`config.mk`:
```
export PLATFORM = sky130hd
export DESIGN_NAME = smt_rob_share
export DESIGN_NICKNAME = d
export VERILOG_FILES = /design/src/rtl/rob_share_pkg.sv /design/src/rtl/rob_share_limit.sv /design/src/rtl/rob_share_free.sv /design/src/rtl/smt_rob_share.sv
export SDC_FILE = /design/constraint.sdc
export NUM_CORES = 1
export LEC_CHECK = 0
export ABC_AREA = 0
export BUFFER_PORTS_ARGS = -buffer_cell sky130_fd_sc_hd__clkbuf_2
export CAP_MARGIN = 25
export CORE_AREA = 2 2 106 108
export DETAILED_ROUTE_END_ITERATION = 16
export DIE_AREA = 0 0 108 110
export GPL_ROUTABILITY_DRIVEN = 0
export GPL_TIMING_DRIVEN = 0
export MAX_ROUTING_LAYER = met4
export REMOVE_ABC_BUFFERS = 1
export SYNTH_ARGS = -nofsm -noshare
export SYNTH_HDL_FRONTEND = slang
export SYNTH_SLANG_ARGS = --single-unit
```
`constraint.sdc`:
```
create_clock -name clk -period 3.45 [get_ports clk]
set_input_delay 0.1725 -clock clk [delete_from_list [all_inputs] [get_ports clk]]
set_output_delay 0.1725 -clock clk [all_outputs]
set_load 0.05 [all_outputs]
```
`src/rtl/rob_share_pkg.sv`:
```
package rob_share_pkg;

    typedef enum logic [1:0] {
        POL_DYN    = 2'd0,
        POL_PART   = 2'd1,
        POL_THRESH = 2'd2,
        POL_BAD    = 2'd3
    } share_pol_e;

    function automatic logic pol_is_valid(input logic [1:0] p);
        return p != POL_BAD;
    endfunction

    // Limit loaded at reset or on a policy change.
    function automatic int unsigned start_limit(input logic [1:0] p,
                                                input int unsigned cap,
                                                input int unsigned nt,
                                                input int unsigned th);
        case (p)
            POL_DYN:    return cap;
            POL_PART:   return cap / nt;
            POL_THRESH: return th;
            default:    return 0;
        endcase
    endfunction

endpackage

```
`src/rtl/rob_share_limit.sv`:
```
module rob_share_limit
    import rob_share_pkg::*;
#(
    parameter int NT    = 4,
    parameter int CAP   = 32,
    parameter int TH    = 12,
    parameter int CNT_W = 6
) (
    input  logic [1:0]          pol,
    input  logic                pol_chg,
    input  logic [NT-1:0]       mask,
    input  logic                mask_chg,
    input  logic [NT*CNT_W-1:0] lim_q,
    output logic [NT*CNT_W-1:0] lim_d
);
    localparam int CW   = $clog2(NT + 1);
    localparam int QN   = 2 ** CW;

    // Constant quotient table: CAP / k for every possible active count.
    logic [CNT_W-1:0] quot [QN];
    for (genvar k = 0; k < QN; k++) begin : g_quot
        if (k == 0 || k > NT) begin : g_zero
            assign quot[k] = '0;
        end else begin : g_div
            assign quot[k] = CNT_W'(CAP / k);
        end
    end

    logic [CW-1:0]    n_act;
    logic [CNT_W-1:0] init_val;
    assign n_act    = CW'($countones(mask));
    assign init_val = CNT_W'(start_limit(pol, CAP, NT, TH));

    always_comb begin
        lim_d = lim_q;
        for (int t = 0; t < NT; t++) begin
            if (!pol_is_valid(pol)) begin
                lim_d[t*CNT_W +: CNT_W] = '0;
            end else if (pol_chg) begin
                lim_d[t*CNT_W +: CNT_W] = init_val;
            end else if (mask_chg && n_act != '0) begin
                case (pol)
                    POL_PART: begin
                        if (mask[t]) lim_d[t*CNT_W +: CNT_W] = quot[n_act];
                    end
                    POL_THRESH: begin
                        if (mask[t] && n_act == CW'(1))
                            lim_d[t*CNT_W +: CNT_W] = CNT_W'(CAP);
                    end
                    default: ;
                endcase
            end
        end
    end

endmodule

```
`src/rtl/rob_share_free.sv`:
```
module rob_share_free #(
    parameter int NT    = 4,
    parameter int CAP   = 32,
    parameter int CNT_W = 6
) (
    input  logic [NT*CNT_W-1:0] lim,
    input  logic [NT*CNT_W-1:0] occ,
    output logic [NT*CNT_W-1:0] thr_free,
    output logic [CNT_W-1:0]    glob_free,
    output logic [NT-1:0]       stall
);
    localparam int SUM_W = CNT_W + $clog2(NT) + 1;

    logic [SUM_W-1:0] occ_sum;

    always_comb begin
        occ_sum = '0;
        for (int t = 0; t < NT; t++)
            occ_sum = occ_sum + SUM_W'(occ[t*CNT_W +: CNT_W]);
        glob_free = (occ_sum >= SUM_W'(CAP)) ? '0 : CNT_W'(SUM_W'(CAP) - occ_sum);
    end

    for (genvar t = 0; t < NT; t++) begin : g_thr
        logic [CNT_W-1:0] l_t, o_t, f_t;
        assign l_t = lim[t*CNT_W +: CNT_W];
        assign o_t = occ[t*CNT_W +: CNT_W];
        assign f_t = (o_t >= l_t) ? '0 : l_t - o_t;
        assign thr_free[t*CNT_W +: CNT_W] = f_t;
        assign stall[t] = (f_t == '0) || (glob_free == '0);
    end

endmodule

```
`src/rtl/smt_rob_share.sv`:
```
module smt_rob_share
    import rob_share_pkg::*;
#(
    parameter int NT  = 4,
    parameter int CAP = 32,
    parameter int TH  = 12,
    localparam int CNT_W = $clog2(CAP + 1)
) (
    input  logic                clk,
    input  logic                rst,
    input  logic [1:0]          pol_i,
    input  logic [NT-1:0]       act_mask_i,
    input  logic [NT*CNT_W-1:0] occ_i,
    output logic [NT*CNT_W-1:0] limit_o,
    output logic [NT*CNT_W-1:0] free_o,
    output logic [CNT_W-1:0]    glob_free_o,
    output logic [NT-1:0]       stall_o,
    output logic                pol_err_o
);
    logic [NT*CNT_W-1:0] lim_q, lim_d;
    logic [1:0]          prev_pol;
    logic [NT-1:0]       prev_mask;
    logic [CNT_W-1:0]    rst_val;

    assign rst_val = CNT_W'(start_limit(pol_i, CAP, NT, TH));

    rob_share_limit #(.NT(NT), .CAP(CAP), .TH(TH), .CNT_W(CNT_W)) u_limit (
        .pol      (pol_i),
        .pol_chg  (pol_i != prev_pol),
        .mask     (act_mask_i),
        .mask_chg (act_mask_i != prev_mask),
        .lim_q    (lim_q),
        .lim_d    (lim_d)
    );

    always_ff @(posedge clk) begin
        if (rst) begin
            lim_q     <= {NT{rst_val}};
            prev_pol  <= pol_i;
            prev_mask <= act_mask_i;
        end else begin
            lim_q     <= lim_d;
            prev_pol  <= pol_i;
            prev_mask <= act_mask_i;
        end
    end

    rob_share_free #(.NT(NT), .CAP(CAP), .CNT_W(CNT_W)) u_free (
        .lim       (lim_q),
        .occ       (occ_i),
        .thr_free  (free_o),
        .glob_free (glob_free_o),
        .stall     (stall_o)
    );

    assign limit_o   = lim_q;
    assign pol_err_o = !pol_is_valid(pol_i);

    // dynamic sharing keeps every limit at full capacity
    p_dyn_full_r1: assert property (@(posedge clk) disable iff (rst)
        (pol_i == POL_DYN && prev_pol == POL_DYN) |-> limit_o == {NT{CNT_W'(CAP)}});

    // unsupported code holds limits at zero
    p_bad_zero_r10: assert property (@(posedge clk) disable iff (rst)
        (pol_i == POL_BAD && prev_pol == POL_BAD) |-> limit_o == '0);

    // empty active set leaves limits untouched
    p_hold_empty_r6: assert property (@(posedge clk) disable iff (rst)
        (pol_i == prev_pol && act_mask_i != prev_mask && act_mask_i == '0)
        |=> $stable(limit_o));

    // a full buffer stalls every thread
    p_full_stall_r9: assert property (@(posedge clk) disable iff (rst)
        glob_free_o == '0 |-> stall_o == '1);

    // global free never exceeds capacity
    p_gfree_cap_r8: assert property (@(posedge clk) disable iff (rst)
        int'(glob_free_o) <= CAP);

    for (genvar t = 0; t < NT; t++) begin : g_chk
        // a thread's free count never exceeds its limit
        p_free_le_lim_r7: assert property (@(posedge clk) disable iff (rst)
            free_o[t*CNT_W +: CNT_W] <= limit_o[t*CNT_W +: CNT_W]);

        // partitioned recompute gives active threads an even share
        p_part_share_r4: assert property (@(posedge clk) disable iff (rst)
            (pol_i == POL_PART && prev_pol == POL_PART &&
             act_mask_i != prev_mask && act_mask_i[t])
            |=> int'(limit_o[t*CNT_W +: CNT_W]) == CAP / $countones($past(act_mask_i)));
    end

endmodule

```
# After elaboration in Yosys (flattened, before gate mapping)
# Memories as Yosys holds them, arrays and structs flattened.
# Cells that the tools add are included.
# Widths: inputs -> output; s select.
totals:
  reg_bits: 30
  latchBits: 0
  ramBits: 0
  romBits: 48
  in_bits: 32
  out_inout_bits: 59
  word_cells: 95
  n_memories: 1
classes:
  addsub: 11
  mul: 0
  div_mod_pow: 0
  order_cmp: 6
  eq_ne: 16
  shift: 0
  n_mux: 33
  bitwise: 1
  reduce_logical: 21
memory_table:
  columns: ["memory", "depth", "word_bits", "read_ports", "rd_clocked_by_memory_dff", "write_ports", "line", "source"]
  rows:
  - ["(no name shown)", 8, 6, 1, 0, 0, "rob_share_limit.sv:44", "if (mask[t]) lim_d[t*CNT_W +: CNT_W] = quot[n_act];"]
op_table:
  columns: ["cell", "n"]
  rows:
  - ["$mux 6", 27]
  - ["$pmux 6 s2", 4]
  - ["$logic_not 6->1", 5]
  - ["$ge 6x6->1", 4]
  - ["$mux 24", 1]
  - ["$sub 6x6->6", 4]
  - ["$ne 5x3->1 const B", 4]
  - ["$ne 5x4->1 const B", 4]
  - ["$add 9x6->9", 2]
  - ["$pmux 6 s3", 1]
  - ["$reduce_and 4->1", 4]
  - ["$ge 9x6->1 const B", 1]
  - ["$add 6x6->7", 1]
  - ["$sub 6x6->6 const A", 1]
  - ["$logic_and 1x1->1", 5]
  - ["$ne 5x2->1 const B", 1]
  - ["$add 1x1->2", 2]
  - ["$ge 4x4->1 const B", 1]
  - ["$logic_or 1x1->1", 4]
  - ["$ne 4x2->1 const B", 1]
  - ["$ne 4x4->1", 1]
  - ["$not 3->4", 1]
  - ["$add 3x3->3", 1]
  - ["$eq 3x1->1 const B", 1]
  - ["7 further kinds", 7]

# Longest topological paths before layout
# Gate-level depths: netlist of run 1.
logic_depth:
  ltp_word: 12
  depth_mapped: 13
  ltp_nobuf: 13

# Modules after synthesis
# Synthesis of run 1 repeated with hierarchy kept, for this count alone.
unflattened:
  hier_cells: 464
  hier_area_um2: 3676.0
by_module_without_submodules:
  columns: ["mod", "n_inst", "cells_per_inst", "area_per_inst_um2", "seq_area_each_um2"]
  rows:
  - ["rob_share_free", 1, 268, 1981.9, 0.0]
  - ["smt_rob_share", 1, 84, 929.6, 600.6]
  - ["rob_share_limit", 1, 112, 764.5, 0.0]

# Least setup slack after synthesis of run 1
# No wires, ideal clock.
synth_timing:
  path_type: "in2out"
  start: "in occ_i[0]"
  end: "out stall_o[0]"
  arrival_ns: 3.855
  required_ns: 3.277
  slack_ns: -0.577
  path_stages: 12
  n_path_buf: 0
  cell_sequence: "ha_1 -> fa_1 -> inv_1 -> fa_1 -> inv_1 -> ha_1 -> fa_1 -> xor2_2 -> or3_1 -> a22o_1 -> o311a_4 -> o211ai_1"
synth_between:
  elab_chain_cells: 7
  elab_cells_between_ends: 12
  classes_between: "add/sub: 5; order compare: 2; mux: 2; reduce/logical: 3"
synth_lines:
  columns: ["item", "line", "source"]
  rows:
  - ["start: declaration", "smt_rob_share.sv:13", "input logic [NT*CNT_W-1:0] occ_i,"]
  - ["$add 6x6->7 *", "rob_share_free.sv:19", "occ_sum = occ_sum + SUM_W'(occ[t*CNT_W +: CNT_W]);"]
  - ["$add 9x6->9 * (2 in series)", "rob_share_free.sv:19", null]
  - ["$ge 9x6->1 / $sub 6x6->6 (equally long branches)", "rob_share_free.sv:20", "glob_free = (occ_sum >= SUM_W'(CAP)) ? '0 : CNT_W'(SUM_W'(CAP) - occ_sum);"]
  - ["$mux 6 *", "rob_share_free.sv:20", null]
  - ["named net glob_free_o[4]", "smt_rob_share.sv:16", "output logic [CNT_W-1:0] glob_free_o,"]
  - ["$logic_not 6->1 *", "rob_share_free.sv:29", "assign stall[t] = (f_t == '0) || (glob_free == '0);"]
  - ["$logic_or 1x1->1 *", "rob_share_free.sv:29", null]
  - ["end: declaration", "smt_rob_share.sv:17", "output logic [NT-1:0] stall_o,"]
# Mark *: on every way through the listed nets, which the timed path passes. The rest lies on a longest branch.

# Worst setup path in the final report of run 1
layout_timing:
  start: "in occ_i[0]"
  end: "out stall_o[0]"
layout_between:
  elab_chain_cells: 7
  elab_cells_between_ends: 12
  classes_between: "add/sub: 5; order compare: 2; mux: 2; reduce/logical: 3"
layout_lines:
  columns: ["item", "line"]
  rows:
  - ["$add 6x6->7", "rob_share_free.sv:19"]
  - ["$add 9x6->9 (2 in series)", "rob_share_free.sv:19"]
  - ["$ge 9x6->1 / $sub 6x6->6 (equally long branches)", "rob_share_free.sv:20"]
  - ["$mux 6", "rob_share_free.sv:20"]
  - ["$logic_not 6->1", "rob_share_free.sv:29"]
  - ["$logic_or 1x1->1 *", "rob_share_free.sv:29"]
# Every way passes the cells marked *; elsewhere a longest branch is shown, timed or not.

==> impl_metrics.env, run 1 <==
export IMPL_status="finished with violations"
export IMPL_violations="setup timing"
export IMPL_p_int_mw=0.9558
export IMPL_relSlewSlack_pct=41.40
export IMPL_hold_viol=0
export IMPL_clockBufferDepth=2
export IMPL_numCtsBuffers=3
export IMPL_reg2reg_from="prev_pol[1]"
export IMPL_drt_iter0_drc=177
export IMPL_final_cell_mix="clkbuf_2 (75), nor2_1 (54), inv_1 (52)"
export IMPL_grt_pass1_vias=2701
export IMPL_p_seq_share_pct=20.4
export IMPL_netlist_area_sq_um=3151
export IMPL_ys_seq_area_share_pct=22.88
export IMPL_wl_per_cell_um=14.23
export IMPL_max_cap_violations=0
export IMPL_ioPinCount=91
export IMPL_max_freq_ghz=0.2674
export IMPL_cts_tree="yes"
export IMPL_pwr_share_comb_pct=71.1
export IMPL_multi_input_area_sq_um=2360
export IMPL_drc=0
export IMPL_htreeDepth=1
export IMPL_root_buffer="clkbuf_8"
export IMPL_viasPerCell=4.792
export IMPL_wl_met2_um=3860
export IMPL_synth_area_per_cell_sq_um=8.655
export IMPL_rr_endpoint="limit_o[22]"
export IMPL_p_leak_nw=1.983
export IMPL_grt_pass1_wl_um=13230
export IMPL_fin_ws_ns=-0.2904
export IMPL_drive_gt1_share_pct=28.20
export IMPL_period_minus_slack_ns=3.740
export IMPL_hpwl_um=7124
export IMPL_final_common_cell="clkbuf_2"
export IMPL_synth_distinct_cells=44
export IMPL_coreArea_sq_um=10700
export IMPL_clk_insertion_delay_late_ns=0.26
export IMPL_drt_pass1_iter_count=6
export IMPL_dr_total_vias=2880
export IMPL_reg2reg_slack_ns=1.14
export IMPL_synth_warnings=0
export IMPL_dpl_cell_area_sq_um=3737
export IMPL_p_sw_mw=1.007
export IMPL_ant_nets=0
export IMPL_fp_dieW_um=108
export IMPL_min_from="act_mask_i[0]"
export IMPL_hold_ws_ns=0.07291
export IMPL_final_nets=552
export IMPL_irDropWorstVdd_v=0.0002355
export IMPL_rows=38
export IMPL_fill_cells=1091
export IMPL_yosys_area_top_type_share_pct=19.06
export IMPL_synthToLayoutAreaGrowth_pct=30.46
export IMPL_r2r_cells=4
export IMPL_clock_sinks=26
export IMPL_holdPathEnd="prev_mask[0]"
export IMPL_diodes=0
export IMPL_worstPathRequired_ns=3.28
export IMPL_grt_max_degree=14
export IMPL_critPathKind="in2out"
export IMPL_power_frac_clock_pct=8.5
export IMPL_cts_hold_buf=0
export IMPL_clk_pin_slew_ns=0.08
export IMPL_wl_met1_um=4106
export IMPL_grt_ovfl_total=0
export IMPL_final_seq_area_sq_um=720.7
export IMPL_port_buffer_count=86
export IMPL_setup_viol=5
export IMPL_die_area_sq_um=11880
export IMPL_wl_met3_um=543
export IMPL_worstHoldPathCells=1
export IMPL_die_h_um=110
export IMPL_synth_area_leader_cell="edfxtp_1"
export IMPL_hold_path_class="in2reg"
export IMPL_skew_ns=0.003756
export IMPL_cp_start_kind="input pin"
export IMPL_top_layer="met4"
export IMPL_rsz0062_at_grt="yes"
export IMPL_power_mw=1.962
export IMPL_grt_usage_pct=14.64
export IMPL_power_density_nw_per_um2=477.4
export IMPL_synthTopCellsByArea="edfxtp_1 (19%), ha_1 (17%), fa_1 (8.3%)"
export IMPL_swShare_pct=51.30
export IMPL_slew_violations=0
export IMPL_ys_seq_elements=26
export IMPL_antenna_found_initial=0
export IMPL_worstPathArrival_ns=3.57
export IMPL_fin_area_sq_um=4110
export IMPL_crit_fanout=6
export IMPL_drt_wl_total_um=8551
export IMPL_postSynthCellCount=364
export IMPL_initial_core_util_pct=29.45
export IMPL_tightestPinTransition_ns=0.8771
export IMPL_fin_crit_sh_pct=108.4
export IMPL_end_kind="output pin"
power groups by stage:
stage	logic [mW]	registers [mW]	clock network [mW]
floorplan	0.836	0.502	0
global placement	1.18	0.407	0
detailed placement	1.20	0.407	0
CTS	1.33	0.400	0.167
global route	1.51	0.405	0.181
finish	1.40	0.401	0.166
sequential cells by signal, summed over array words and instances, names as in the netlist:
name and count:
prev_mask 4, prev_pol 2, limit_o 20
routing by layer:
layer / global-route usage (%) / vias to the layer above
met5: - / -
met4: 2.198 / 0
met3: 1.881 / 4
met2: 23.72 / 96
met1: 20.12 / 1330
li1: - / 1450
how the worst max path moves through the flow:
stage,from,endpoint,slack [ns]
floorplan,occ_i[0],stall_o[0],-0.58
global placement,occ_i[1],stall_o[0],-0.78
detailed placement,occ_i[0],stall_o[0],-0.79
CTS,occ_i[0],stall_o[0],-0.30
global route,occ_i[0],stall_o[0],-0.39
finish,occ_i[0],stall_o[0],-0.29
worst max-delay path, cell delays in order:
cell and delay (ns):
clkbuf_16 0.12, ha_4 0.15, fa_2 0.52, inv_2 0.04, fa_1 0.50, inv_2 0.05
ha_4 0.15, fa_2 0.39, xor2_4 0.20, or3_4 0.38, a22o_1 0.24, o311a_4 0.15
o211ai_1 0.25, clkbuf_8 0.23
synth_stat cells (all sizes together):
library cell  instances
nor3                  3
nand3b                3
o21bai                1
a211oi                7
conb                  1
o311a                 1
o22a                  4
nand3                11
o21a                  4
nor2b                 6
nand2                 7
and3b                 1
or3                   2
ha                   44
and4bb                1
buf                   4
nor4                  3
o31a                  1
nor2                 54
fa                   13
a311oi                1
o211ai                5
xor2                 15
a21o                 10
and4b                 1
edfxtp               20
xnor2                10
and3                  1
nand4b                4
a21oi                14
or3b                  4
o21ai                11
a2111oi               4
dfxtp                 6
a22o                  1
nand2b               15
inv                  55
nor3b                 8
o22ai                 7
nand4                 1
cell families (layout without fill, tap and decap cells):
group | count (synthesis) | after routing | share of synthesized area (%)
AND/OR/NAND/NOR | 125 | 125 | 20.97
flip-flops | 26 | 26 | 22.88
XOR/XNOR | 25 | 25 | 7.188
buffers and inverters | 59 | 153 | 7.506
other | 1 | 4 | 0.1190
AO/OA/AOI/OAI | 71 | 71 | 15.61
adder cells (fa/ha/maj) | 57 | 57 | 25.73
timing repair:
action,4_1_cts,5_1_grt
buffers inserted,2,7
endpoints found under the setup margin,10,10
gates resized for setup,40,19
pin swaps,10,12
endpoints found under the hold margin,0,0
layout make-up:
type	instances	area share [%]
clock buffer	3	1.005
multi-input combinational	282	57.41
timing repair buffer	95	14.76
sequential	26	17.53
tap	140	4.262
inverter	55	5.023
stage by stage:
step / worst slack (ns) / util (%) / std cells / TNS, ns
3_3_place_gp: -0.7755 / 34.94 / 589 / -3.716
2_1_floorplan: -0.5775 / - / 363 / -2.883
6_report: -0.2904 / 38.42 / 601 / -1.184
5_1_grt: -0.3882 / 38.42 / 601 / -1.842
4_1_cts: -0.3022 / 37.33 / 594 / -1.265
3_5_place_dp: -0.7919 / 34.94 / 589 / -4.143
(Power assumes the default switching activity.)
==> inputs of run 2 (changes only) <==
--- a/config.mk
+++ b/config.mk
@@ -14,6 +14,7 @@
 export GPL_ROUTABILITY_DRIVEN = 0
 export GPL_TIMING_DRIVEN = 0
 export MAX_ROUTING_LAYER = met4
+export PLACE_DENSITY = 0.49
 export REMOVE_ABC_BUFFERS = 1
 export SYNTH_ARGS = -nofsm -noshare
 export SYNTH_HDL_FRONTEND = slang
==> impl_metrics.env, run 2 (synthesis gave the netlist of run 1 again) <==
export IMPL_setup_viol=6
export IMPL_irDropWorstVdd_v=0.0002344
export IMPL_relSlewSlack_pct=48.41
export IMPL_clockBufferDepth=2
export IMPL_clk_pin_slew_ns=0.09
export IMPL_numCtsBuffers=3
export IMPL_status="finished with violations"
export IMPL_tightestPinTransition_ns=0.7721
export IMPL_violations="setup timing"
export IMPL_drt_pass1_iter_count=4
export IMPL_hpwl_um=7212
export IMPL_coreArea_sq_um=10700
export IMPL_rows=38
export IMPL_fp_dieW_um=108
export IMPL_hold_viol=0
export IMPL_cp_start_kind="input pin"
export IMPL_fin_crit_sh_pct=110.4
export IMPL_worstPathRequired_ns=3.28
export IMPL_wl_per_cell_um=14.43
export IMPL_root_buffer="clkbuf_8"
export IMPL_ant_nets=0
export IMPL_drc=0
export IMPL_clk_insertion_delay_late_ns=0.27
export IMPL_grt_usage_pct=15.08
export IMPL_max_cap_violations=0
export IMPL_final_common_cell="clkbuf_2"
export IMPL_port_buffer_count=86
export IMPL_viasPerCell=4.759
export IMPL_max_freq_ghz=0.2626
export IMPL_rsz0062_at_grt="yes"
export IMPL_grt_pass1_wl_um=13680
export IMPL_antenna_found_initial=0
export IMPL_hold_path_class="in2reg"
export IMPL_die_area_sq_um=11880
export IMPL_cts_tree="yes"
export IMPL_drive_gt1_share_pct=27.33
export IMPL_crit_fanout=5
export IMPL_drt_iter0_drc=99
export IMPL_power_density_nw_per_um2=485.5
export IMPL_crit_path_cell_trace="clkbuf_16, ha_4, fa_2, inv_2, fa_1, inv_2, ha_4, fa_2, nand2b_4, or3_4, a22o_1, o311a_4, o211ai_1, clkbuf_8"
export IMPL_dr_total_vias=2860
export IMPL_slew_violations=0
export IMPL_synthToLayoutAreaGrowth_pct=30.06
export IMPL_pre_cts_ws_ns=-0.8773
export IMPL_fin_area_sq_um=4098
export IMPL_largest_reg_flops=20
export IMPL_cpMaxStageDelayCell="fa_2"
export IMPL_drt_wl_total_um=8671
export IMPL_final_cell_mix="clkbuf_2 (74), nor2_1 (54), inv_1 (53)"
export IMPL_period_minus_slack_ns=3.808
export IMPL_diodes=0
export IMPL_dpl_cell_area_sq_um=3737
export IMPL_p_leak_nw=1.979
export IMPL_fin_ws_ns=-0.3584
export IMPL_grt_max_degree=15
export IMPL_initial_core_util_pct=29.45
export IMPL_grt_ovfl_total=0
export IMPL_die_h_um=110
export IMPL_htreeDepth=1
export IMPL_critPathKind="in2out"
export IMPL_cpPeakStageDelay_ns=0.53
export IMPL_worstPathArrival_ns=3.64
export IMPL_grt_pass1_vias=2811
export IMPL_end_kind="output pin"
export IMPL_skew_ns=0.003398
export IMPL_ioPinCount=91
export IMPL_final_nets=551
export IMPL_clock_sinks=26
export IMPL_finalSetupTns_ns=-1.644
[run 2: cell count changes in the layout (fill, tap and decap cells not counted), sizes merged]
cell,delta
clkbuf,-1
buf,+1
[run 2: path summary, 6_finish.rpt]
check | from | endpoint | slack (ns) | cells past startpoint
worst max-delay path | occ_i[0] | stall_o[2] | -0.36 | 14
worst min-delay path | act_mask_i[3] | prev_mask[3] | 0.06 | 1
worst max register to register | prev_pol[1] | limit_o[22] | 1.20 | 4
worst min register to register | prev_pol[0] | limit_o[2] | 1.04 | 5
[run 2: repair_timing]
item	in CTS	in global routing
gates resized for setup	40	20
hold buffers	0	0
pin swaps	11	8
buffers inserted	4	5
setup endpoints to repair	10	10
[run 2: critical path, delay by kind of cell]
kind	cells	cell delay [ns]
adders and majority gates	5	1.82
and+or+nand+nor	2	0.54
AOI/OAI and AO/OA	3	0.66
buffers and inverters	4	0.45
[run 2: power breakdown]
| part | switching, mW | internal, mW |
|---|---|---|
| Clock | 0.0974 | 0.102 |
| Combinational | 0.895 | 0.496 |
| Sequential | 0.0230 | 0.376 |
[run 2: layout make-up]
class | count | area (sq um)
Fill cell | 1121 | 6600
Sequential cell | 26 | 720.7
Timing Repair Buffer | 94 | 603.1
Inverter | 55 | 206.4
Clock buffer | 4 | 55.05
Multi-Input combinational cell | 282 | 2337
Tap cell | 140 | 175.2
[run 2: through the flow]
stage | power [mW] | utilization (%) | hold slack [ns] | std cells
final | 1.989 | 38.30 | 0.06305 | 601
after global routing | 2.133 | 38.30 | 0.05450 | 601
after CTS | 1.953 | 37.74 | 0.05631 | 597
after detailed placement | 1.612 | 34.94 | 0.3431 | 589
after global placement | 1.601 | 34.94 | 0.3404 | 589
after floorplan | 1.339 | - | 0.2002 | 363
[run 2: per-layer routing]
metal  share of wire [%]  vias up  GRT usage (%)
li1                    -     1448              -
met3                 4.6        8          1.822
met1                  48     1330          20.51
met2                  46       74          24.39
met5                   0        -              -
met4                 1.0        0          3.022
==> inputs of run 3 (changes only) <==
--- a/config.mk
+++ b/config.mk
@@ -7,7 +7,6 @@
 export LEC_CHECK = 0
 export ABC_AREA = 0
 export BUFFER_PORTS_ARGS = -buffer_cell sky130_fd_sc_hd__clkbuf_2
-export CAP_MARGIN = 25
 export CORE_AREA = 2 2 106 108
 export DETAILED_ROUTE_END_ITERATION = 16
 export DIE_AREA = 0 0 108 110
==> constraint.sdc (replaced) <==
create_clock -name clk -period 3.45 [get_ports clk]
set_input_delay 0.345 -clock clk [delete_from_list [all_inputs] [get_ports clk]]
set_output_delay 0.345 -clock clk [all_outputs]
set_load 0.05 [all_outputs]
==> impl_metrics.env, run 3 (synthesis gave the netlist of run 1 again) <==
export IMPL_rows=38
export IMPL_worstPathArrival_ns=3.78
export IMPL_clockBufferDepth=2
export IMPL_cp_start_kind="input pin"
export IMPL_hpwl_um=7212
export IMPL_holdPathEnd="prev_mask[3]"
export IMPL_fill_cells=1117
export IMPL_drive_gt1_share_pct=27.27
export IMPL_relSlewSlack_pct=43.58
export IMPL_drt_wl_total_um=8686
export IMPL_hold_viol=0
export IMPL_hold_path_class="in2reg"
export IMPL_grt_ovfl_total=0
export IMPL_grt_pass1_vias=2859
export IMPL_grt_usage_pct=15.27
export IMPL_drt_pass1_iter_count=4
export IMPL_drc=0
export IMPL_crit_family="adder cells"
export IMPL_violations="setup timing"
export IMPL_use_met2_pct=24.93
export IMPL_skew_ns=0.003482
export IMPL_ioPinCount=91
export IMPL_cts_hold_buf=0
export IMPL_ant_nets=0
export IMPL_final_common_cell="clkbuf_2"
export IMPL_die_h_um=110
export IMPL_coreArea_sq_um=10700
export IMPL_crit_buf_inv=4
export IMPL_power_mw=2.015
export IMPL_crit_path_cell_trace="clkbuf_16, ha_4, fa_1, inv_2, fa_1, inv_2, ha_4, fa_2, nand2b_4, or3_4, a22o_1, o311a_4, o211ai_1, clkbuf_8"
export IMPL_port_buffer_count=86
export IMPL_final_seq_area_sq_um=720.7
export IMPL_dr_total_vias=2871
export IMPL_fp_dieW_um=108
export IMPL_dpl_cell_area_sq_um=3737
export IMPL_grt_met1_usage_pct=20.62
export IMPL_finalSetupTns_ns=-4.566
export IMPL_grt_max_degree=15
export IMPL_multi_input_area_sq_um=2347
export IMPL_irDropWorstVdd_v=0.0002346
export IMPL_period_minus_slack_ns=4.120
export IMPL_power_density_nw_per_um2=487.1
export IMPL_grt_use_met3_pct=1.822
export IMPL_critPathKind="in2out"
export IMPL_viasPerCell=4.769
export IMPL_tightestPinTransition_ns=0.8444
export IMPL_r2r_cells=4
export IMPL_cpPeakStageDelay_ns=0.50
export IMPL_rsz0062_at_grt="yes"
export IMPL_fin_area_sq_um=4136
export IMPL_hold_ws_ns=0.2356
export IMPL_clk_insertion_delay_late_ns=0.27
export IMPL_clock_sinks=26
export IMPL_initial_core_util_pct=29.45
export IMPL_root_buffer="clkbuf_8"
export IMPL_clk_pin_slew_ns=0.09
export IMPL_max_cap_violations=0
export IMPL_gr_max_usage_layer="met2"
export IMPL_final_cell_mix="clkbuf_2 (74), nor2_1 (54), inv_1 (53)"
export IMPL_slew_violations=0
export IMPL_reg2reg_from="prev_pol[1]"
export IMPL_grt_pass1_wl_um=13880
export IMPL_largest_reg_flops=20
export IMPL_reg2reg_slack_ns=1.13
export IMPL_worstPathRequired_ns=3.11
export IMPL_final_nets=552
export IMPL_end_kind="output pin"
export IMPL_drt_iter0_drc=100
export IMPL_htreeDepth=1
export IMPL_numCtsBuffers=3
export IMPL_antenna_found_initial=0
export IMPL_die_area_sq_um=11880
export IMPL_fin_ws_ns=-0.6704
export IMPL_setup_viol=10
export IMPL_synthToLayoutAreaGrowth_pct=31.29
export IMPL_worstHoldPathCells=1
export IMPL_cpMaxStageDelayCell="fa_1"
export IMPL_fin_crit_sh_pct=119.4
export IMPL_min_from="act_mask_i[3]"
export IMPL_diodes=0
export IMPL_cts_tree="yes"
export IMPL_rr_endpoint="limit_o[22]"
export IMPL_status="finished with violations"
export IMPL_crit_fanout=5
export IMPL_wl_per_cell_um=14.43
export IMPL_p_leak_nw=1.993
export IMPL_max_freq_ghz=0.2427
run 3: per-stage QoR:
stage	util, %	setup slack, ns	std cells
final	38.67	-0.6704	602
after global routing	38.67	-0.7593	602
after CTS	38.37	-0.6769	599
after detailed placement	34.94	-1.222	589
after global placement	34.94	-1.178	589
after floorplan	-	-0.9225	363
run 3: what timing repair did:
item | CTS | global route
pin swaps | 12 | 7
gates resized for setup | 50 | 6
endpoints found under the setup margin | 10 | 10
buffers inserted | 6 | 4
run 3: layout make-up:
class	count	share of cell area (%)
Multi-Input combinational cell	282	56.75
Sequential cell	26	17.42
Timing Repair Buffer	95	15.28
Inverter	55	4.991
Tap cell	140	4.235
Clock buffer	4	1.331
run 3: power by group:
part / switching [mW] / total, mW / internal, mW / leakage, nW
Sequential: 0.0227 / 0.399 / 0.376 / 0.280
Combinational: 0.904 / 1.42 / 0.512 / 1.68
Clock: 0.0973 / 0.199 / 0.102 / 0.0288
run 3: how the worst max path moves through the flow:
stage / startpoint / to / slack, ns / cells past startpoint
after floorplan: occ_i[0] / stall_o[0] / -0.92 / 12
after global placement: occ_i[1] / stall_o[2] / -1.18 / 15
after detailed placement: occ_i[1] / stall_o[2] / -1.22 / 15
after CTS: occ_i[0] / stall_o[2] / -0.68 / 14
after global routing: occ_i[0] / stall_o[2] / -0.76 / 14
final: occ_i[0] / stall_o[2] / -0.67 / 14
run 3: per-layer routing:
metal  vias up  wire [um]
met5         -          0
met2        70       4025
met4         0         88
li1       1450          -
met1      1343       4187
met3         8        385
